### config.mk
export PLATFORM = sky130hd
export DESIGN_NAME = pc_next_unit
export DESIGN_NICKNAME = d
export VERILOG_FILES = /design/src/rtl/pcnu_pkg.sv /design/src/rtl/pcnu_seq_add.sv /design/src/rtl/pcnu_target.sv /design/src/rtl/pcnu_sel.sv /design/src/rtl/pcnu_pc_reg.sv /design/src/rtl/pc_next_unit.sv
export SDC_FILE = /design/constraint.sdc
export NUM_CORES = 1
export LEC_CHECK = 0
export BUFFER_PORTS_ARGS = -buffer_cell sky130_fd_sc_hd__buf_4
export CAP_MARGIN = 0
export CORE_ASPECT_RATIO = 0.7
export CORE_MARGIN = 3
export CORE_UTILIZATION = 43
export CTS_CLUSTER_DIAMETER = 120
export CTS_CLUSTER_SIZE = 25
export DETAILED_ROUTE_END_ITERATION = 8
export PLACE_DENSITY = 0.72
export SLEW_MARGIN = 20
export SYNTH_ARGS = -nofsm -noshare
export SYNTH_HDL_FRONTEND = slang
export SYNTH_SLANG_ARGS = --single-unit
### constraint.sdc
create_clock -name clk -period 4.17 [get_ports clk]
set_input_delay 1.0425 -clock clk [delete_from_list [all_inputs] [get_ports clk]]
set_output_delay 1.0425 -clock clk [all_outputs]
set_load 0.01 [all_outputs]
### src/rtl/pcnu_pkg.sv
package pcnu_pkg;

  typedef enum logic [2:0] {
    FLOW_SEQ  = 3'd0,
    FLOW_ABS  = 3'd1,
    FLOW_PTR  = 3'd2,
    FLOW_WIDE = 3'd3,
    FLOW_REL  = 3'd4
  } flow_e;

  localparam int MODE_W = 3;

endpackage

### src/rtl/pcnu_seq_add.sv
module pcnu_seq_add #(
  parameter int PC_W = 22
) (
  input  logic [PC_W-1:0] pc_cur,
  input  logic            two_word,
  output logic [PC_W-1:0] pc_seq
);

  function automatic logic [PC_W-1:0] step_of(input logic [PC_W-1:0] base,
                                               input logic            dbl);
    logic [PC_W-1:0] inc;
    inc = dbl ? PC_W'(2) : PC_W'(1);
    return base + inc;
  endfunction

  always_comb pc_seq = step_of(pc_cur, two_word);

endmodule

### src/rtl/pcnu_target.sv
module pcnu_target #(
  parameter int PC_W  = 22,
  parameter int Z_W   = 16,
  parameter int OFS_W = 12
) (
  input  logic [PC_W-1:0]      pc_cur,
  input  logic [PC_W-1:0]      abs_target,
  input  logic [Z_W-1:0]       z_ptr,
  input  logic [PC_W-Z_W-1:0]  ext_hi,
  input  logic [OFS_W-1:0]     rel_ofs,
  output logic [PC_W-1:0]      tgt_abs,
  output logic [PC_W-1:0]      tgt_ptr,
  output logic [PC_W-1:0]      tgt_wide,
  output logic [PC_W-1:0]      tgt_rel
);

  localparam int EXT_W = PC_W - Z_W;
  localparam int SX_W  = PC_W - OFS_W;

  function automatic logic [PC_W-1:0] sext_ofs(input logic [OFS_W-1:0] o);
    return {{SX_W{o[OFS_W-1]}}, o};
  endfunction

  function automatic logic [PC_W-1:0] rel_of(input logic [PC_W-1:0]  base,
                                              input logic [OFS_W-1:0] o);
    return base + PC_W'(1) + sext_ofs(o);
  endfunction

  function automatic logic [PC_W-1:0] join_ptr(input logic [EXT_W-1:0] hi,
                                                input logic [Z_W-1:0]   lo);
    return {hi, lo};
  endfunction

  always_comb begin
    tgt_abs  = abs_target;
    tgt_ptr  = join_ptr('0, z_ptr);
    tgt_wide = join_ptr(ext_hi, z_ptr);
    tgt_rel  = rel_of(pc_cur, rel_ofs);
  end

endmodule

### src/rtl/pcnu_sel.sv
module pcnu_sel
  import pcnu_pkg::*;
#(
  parameter int PC_W = 22
) (
  input  logic [MODE_W-1:0] mode,
  input  logic [PC_W-1:0]   pc_seq,
  input  logic [PC_W-1:0]   tgt_abs,
  input  logic [PC_W-1:0]   tgt_ptr,
  input  logic [PC_W-1:0]   tgt_wide,
  input  logic [PC_W-1:0]   tgt_rel,
  output logic              is_seq,
  output logic [PC_W-1:0]   pc_next
);

  always_comb begin
    is_seq  = 1'b0;
    pc_next = pc_seq;
    case (mode)
      FLOW_ABS:  pc_next = tgt_abs;
      FLOW_PTR:  pc_next = tgt_ptr;
      FLOW_WIDE: pc_next = tgt_wide;
      FLOW_REL:  pc_next = tgt_rel;
      default: begin
        is_seq  = 1'b1;
        pc_next = pc_seq;
      end
    endcase
  end

endmodule

### src/rtl/pcnu_pc_reg.sv
module pcnu_pc_reg #(
  parameter int PC_W = 22
) (
  input  logic            clk,
  input  logic            rst_n,
  input  logic            load,
  input  logic [PC_W-1:0] d,
  output logic [PC_W-1:0] q
);

  always_ff @(posedge clk or negedge rst_n) begin
    if (!rst_n)    q <= '0;
    else if (load) q <= d;
  end

endmodule

### src/rtl/pc_next_unit.sv
module pc_next_unit
  import pcnu_pkg::*;
#(
  parameter int PC_W  = 22,
  parameter int Z_W   = 16,
  parameter int OFS_W = 12
) (
  input  logic                 clk,
  input  logic                 rst_n,
  input  logic                 advance,
  input  logic [MODE_W-1:0]    mode,
  input  logic [PC_W-1:0]      abs_target,
  input  logic [Z_W-1:0]       z_ptr,
  input  logic [PC_W-Z_W-1:0]  ext_hi,
  input  logic [OFS_W-1:0]     rel_ofs,
  input  logic                 two_word,
  output logic [PC_W-1:0]      pc_next,
  output logic [PC_W-1:0]      pc_q
);

  logic [PC_W-1:0] pc_seq;
  logic [PC_W-1:0] tgt_abs, tgt_ptr, tgt_wide, tgt_rel;
  logic            is_seq;

  pcnu_seq_add #(.PC_W(PC_W)) u_seq (
    .pc_cur   (pc_q),
    .two_word (two_word),
    .pc_seq   (pc_seq)
  );

  pcnu_target #(.PC_W(PC_W), .Z_W(Z_W), .OFS_W(OFS_W)) u_tgt (
    .pc_cur     (pc_q),
    .abs_target (abs_target),
    .z_ptr      (z_ptr),
    .ext_hi     (ext_hi),
    .rel_ofs    (rel_ofs),
    .tgt_abs    (tgt_abs),
    .tgt_ptr    (tgt_ptr),
    .tgt_wide   (tgt_wide),
    .tgt_rel    (tgt_rel)
  );

  pcnu_sel #(.PC_W(PC_W)) u_sel (
    .mode     (mode),
    .pc_seq   (pc_seq),
    .tgt_abs  (tgt_abs),
    .tgt_ptr  (tgt_ptr),
    .tgt_wide (tgt_wide),
    .tgt_rel  (tgt_rel),
    .is_seq   (is_seq),
    .pc_next  (pc_next)
  );

  pcnu_pc_reg #(.PC_W(PC_W)) u_reg (
    .clk   (clk),
    .rst_n (rst_n),
    .load  (advance),
    .d     (pc_next),
    .q     (pc_q)
  );

endmodule

======== Word-level counts from Yosys, hierarchy flattened ========
Index checks and enable logic that the tools add are counted.
cells by class
  add/sub/neg operators ................... 3
  eq/ne operators ......................... 4
  multiplexer cells ....................... 2
operators with widths
  kind                   count
  $pmux 22 s4            1
  $add 22x22->22         2
  $add 22x1->22 const B  1
  $eq 3x2->1 const B     2
  $eq 3x1->1 const B     1
  $eq 3x3->1 const B     1
  $mux 2                 1
storage, ports and cells
  register bits ........................... 22
  input port bits ......................... 63
  output and inout bits ................... 44
  word-level logic and storage cells ...... 10

======== Longest topological paths before layout ========
  word-level depth ........................ 3
  depth in mapped cells ................... 13
  mapped depth without buffers ............ 13

======== Modules after synthesis ========
A second synthesis with hierarchy kept.
unflattened totals
  cell total of the unflattened synthesis .. 512
  area total of the unflattened synthesis .. 4224.1 um^2
by module, submodules not included
  module        times used  cells each  area each (um^2)  sequential area each (um^2)
  pcnu_target   1           248         1746.7            0.0
  pcnu_sel      1           161         1204.9            0.0
  pcnu_pc_reg   1           46          820.8             550.5
  pcnu_seq_add  1           57          451.7             0.0

======== Worst setup path after synthesis ========
Ideal clock, no wire load.
  path type ............................... input port to output port
  from .................................... input rel_ofs[0]
  to ...................................... output pc_next[18]
  data arrival time ....................... 3.132 ns
  required time ........................... 3.128 ns
  setup slack ............................. -0.005 ns
  stages .................................. 12
  buffers on the path ..................... 0
  cell sequence ........................... inv_1 > ha_1 > fa_1 > nand2b_1 > a21oi_1 > o21ai_2 > o21ai_1 > a21oi_2 > a21oi_1 > mux2i_1 > o211ai_1 > a21oi_1
on the way
  longest elaborated chain between the ends .. 2
RTL lines
  what            line                source
  from (decl)     pc_next_unit.sv:15  input logic [OFS_W-1:0] rel_ofs,
  $add 22x22->22  pcnu_target.sv:26   return base + PC_W'(1) + sext_ofs(o);
  $pmux 22 s4     pcnu_sel.sv:19      case (mode)
  to (decl)       pc_next_unit.sv:17  output logic [PC_W-1:0] pc_next,
Every way passes these cells.

======== Worst setup path in the final report ========
  from .................................... input rel_ofs[1]
  to ...................................... output pc_next[17]
Same word-level chain as after synthesis.

==> summary.txt <==
Power
  – Sw Pwr: roughly 1.1 mW
  – Sequential power share: 0.170
  – Pwr per Cell Area: roughly 460 nW/um^2
  – Maximum vdd drop: approximately 0.32 mV
  – Clock power frac: 0.091
  – Combinational share of power: 0.739
  – Internal: around 1.4 mW
  – Leak: 2.39 nW
  – Switch share: 0.450

Synthesis
  – Syn Inst Count: 434
  – Syn avg cell area: 7.52 sq um
  – Post-Synth Adder-Cell Area: 0.100
  – Mapped Nets: around 520
  – #FFs+latches synth: 22
  – Sequential area share after synthesis: 0.169
  – XOR/XNOR Fraction of Synth Area: 0.104
  – Async S/R FF share, synth: 1.00
  – Most frequent cell after synthesis: nand2_1
  – Simple-Gate Fraction of Synth Area: 0.231
  – Yosys top cell area share: 0.169
  – Largest family of logic cells by synthesized area: compound AO/OA/AOI/OAI gates
  – Mux cell area share after synthesis: 0.0729
  – Yosys warns: 0
  – Compound-Gate Fraction of Synth Area: 0.281
  – Post-synth top cells: nand2_1 (54), nor2_1 (44), a21oi_1 (26)
  – Synth Flop Type: dfrtp_1
  – Synth unique cells: a little over 60
  – Synth area leader: dfrtp_1
  – Synth area leaders: dfrtp_1 (17%), ha_1 (8.8%), nand2_1 (6.2%)
  – EDFF count, synth: 0
  – Post-Syn Area: about 3300 sq um

Global routing
  – Pin count of the biggest net entering global routing: 33
  – Global Route Usage Sum: 0.296
  – Antenna violations before repair: 0
  – Vias in the first global route: 3981
  – GRT overflow: 0
  – First-pass GRT wire length: between 20 and 25 mm

STA
  – Tmin final: roughly 4.3 ns
  – Worst hold slack: about 0.66 ns
  – Fin. max-slew vios: 0
  – Final setup fails: 3
  – RSZ-0062 raised after global routing: yes
  – Max Fclk: 0.234 GHz
  – Slew margin rel.: 0.639
  – Clock Skews: 0.00645 ns
  – Setup WS post-layout: -0.0984 ns
  – TNS Setup: -0.131 ns
  – Final Hold Vio Count: 0
  – Fin crit share: 1.02
  – Worst-margin pin slew: ~0.54 ns

Run status
  – Failing checks: setup timing
  – Status: complete, but fails checks

Detailed routing
  – Initial DRC count: around 370
  – First-pass DRT Iterations: 5
  – Number of remaining DRC errors: 0
  – Avg Vias per Cell: 5.99
  – Routed Antenna Nets: 0
  – Detailed Route WL: 13.8 mm
  – WL per Instance: between 15 and 20 microns
  – Vias: between 4000 and 5000

Die
  – Die Height: approximately 79 microns
  – Full die area: roughly 8700 sq um
  – Number of cell rows: 25
  – Initial core utilization: 0.464
  – Core ar.: 7040 sq um
  – Chip width: around 110 microns
  – Top Ports: approximately 110

CTS
  – CTS tree: done
  – H-Tree Depth: 1
  – CTS max path bufs: 2
  – Worst skew pair latency: 0.28 ns
  – Clock transition at path regs: around 0.10 ns
  – CTS root buf: clkbuf_8
  – Number of CTS-inserted buffers: 3
  – TritonCTS Sinks: 22

Place
  – Detail Placement HPWL: ~9.6 mm
  – RePlAce Congestion: 0.995
  – PortBufs: roughly 110
  – Placed cells: between 600 and 700

Finish
  – Area Overhead vs Synth: 65.6%
  – Max reg flops: 22
  – Share of layout cells above drive strength 1: 0.477
  – Diode count: 0
  – Register area: about 550 sq um
  – Post-route insts no fill: roughly 710
  – Nets@finish: between 700 and 800
  – Multi-input gate area: 3030 sq um
  – Fill cells: about 530
  – Largest reg by FF count: u_reg.q
  – Leading registers by flop count: u_reg.q (22)

Worst setup path
  – Startpoint Class: input port
  – Crit-path max FO: 2
  – Crit path kind: input port to primary output
  – Worst setup EP type: primary output
  – Worst EP required: between 3 and 4 ns
  – Crit path DAT: between 3 and 4 ns

Run
  – Max_cap viols: 0

Min path
  – Worst Hold Class: input port to asynchronous set/reset pin
==> cell usage in the layout, fill, tap and decap left out, drive strengths merged, types with 2 or more instances in the layout <==
cell	n
nor4b	2
and4	3
nand2b	9
a21o	7
o211ai	7
mux2i	8
nor2	45
nand3b	2
or3	2
ha	23
buf	203
nand4	5
o21a	7
mux2	14
inv	13
a211oi	9
fa	2
nor3	6
xnor2	18
nand3	14
a32oi	2
o21ai	35
o22ai	4
a21oi	29
a22o	3
nor3b	2
and3	4
clkbuf	3
xor2	18
o221ai	3
o311ai	4
nand4b	2
dfrtp	22
and2	4
nand2	54
a41o	2
a31oi	5
a221oi	8
==> through the flow <==
stage	total power [mW]	util	cell area (sq um)	worst slack, ns
after floorplan	1.21	-	3270	0.0375
after global placement	1.85	0.654	4600	-0.295
after detailed placement	1.87	0.654	4600	-0.364
after CTS	2.26	0.715	5030	-0.0753
after global routing	2.62	0.768	5400	-0.146
final	2.47	0.768	5400	-0.0984
==> power groups by stage <==
stage                     combinational (mW)  sequential [mW]  clock, mW
after detailed placement                1.47            0.395          0
after global routing                    1.95            0.429      0.235
final                                   1.82            0.420      0.224
after CTS                               1.64            0.403      0.225
after global placement                  1.46            0.392          0
after floorplan                        0.816            0.394          0
==> final timing paths <==
kind	start	to	slack (ns)	depth (start not counted)
setup reg to reg	u_reg.q[3]$_DFFE_PN0P_	u_reg.q[21]$_DFFE_PN0P_	0.96	18
min in group clk	u_reg.q[12]$_DFFE_PN0P_	u_reg.q[12]$_DFFE_PN0P_	0.68	1
hold / removal	rst_n	u_reg.q[21]$_DFFE_PN0P_	0.66	1
hold reg to reg	u_reg.q[12]$_DFFE_PN0P_	u_reg.q[12]$_DFFE_PN0P_	0.68	1
max in group asynchronous	rst_n	u_reg.q[13]$_DFFE_PN0P_	3.23	1
setup / recovery	rel_ofs[1]	pc_next[17]	-0.1	12
==> layout make-up <==
cell class,instances,area share
well taps,94,0.0218
clock inverters,1,0.00556
inverters,14,0.0107
clock buffers,3,0.00764
repair buffers,203,0.292
flip-flops and latches,22,0.102
multi-input cells,376,0.561
==> worst max-delay path, stage by stage <==
cell	delay (ns)
buf_6	0.10
ha_4	0.26
nand2b_4	0.07
a21oi_4	0.19
o21ai_4	0.09
a211oi_4	0.28
o221ai_4	0.18
and2_4	0.17
or4_4	0.43
a21oi_4	0.17
nand4b_1	0.13
buf_4	0.13
==> routing by layer <==
metal | part of all wire | routed length, microns | GRT usage
met3 | 0.088 | 1210 | 0.0496
met4 | 0.013 | 180 | 0.0480
met1 | 0.43 | 5970 | 0.418
met5 | 0 | 0 | 0
met2 | 0.46 | 6390 | 0.482
==> cell families after synthesis <==
family / Yosys count
AND/OR/NAND/NOR: 158
flip-flops: 22
AO/OA/AOI/OAI: 134
buffers and inverters: 36
multiplexers: 22
adder cells (fa/ha/maj): 25
XOR/XNOR: 37
==> what timing repair did <==
| action | 4_1_cts | 5_1_grt |
|---|---|---|
| setup buffers | 15 | 14 |
| cloned | 0 | 0 |
| endpoints found under the hold margin | 0 | 0 |
| hold buffers | 0 | 0 |
| resized for setup | 40 | 52 |
| pin swaps | 23 | 27 |
| endpoints found under the setup margin | 12 | 14 |
Power figures use the tool's default switching activity.
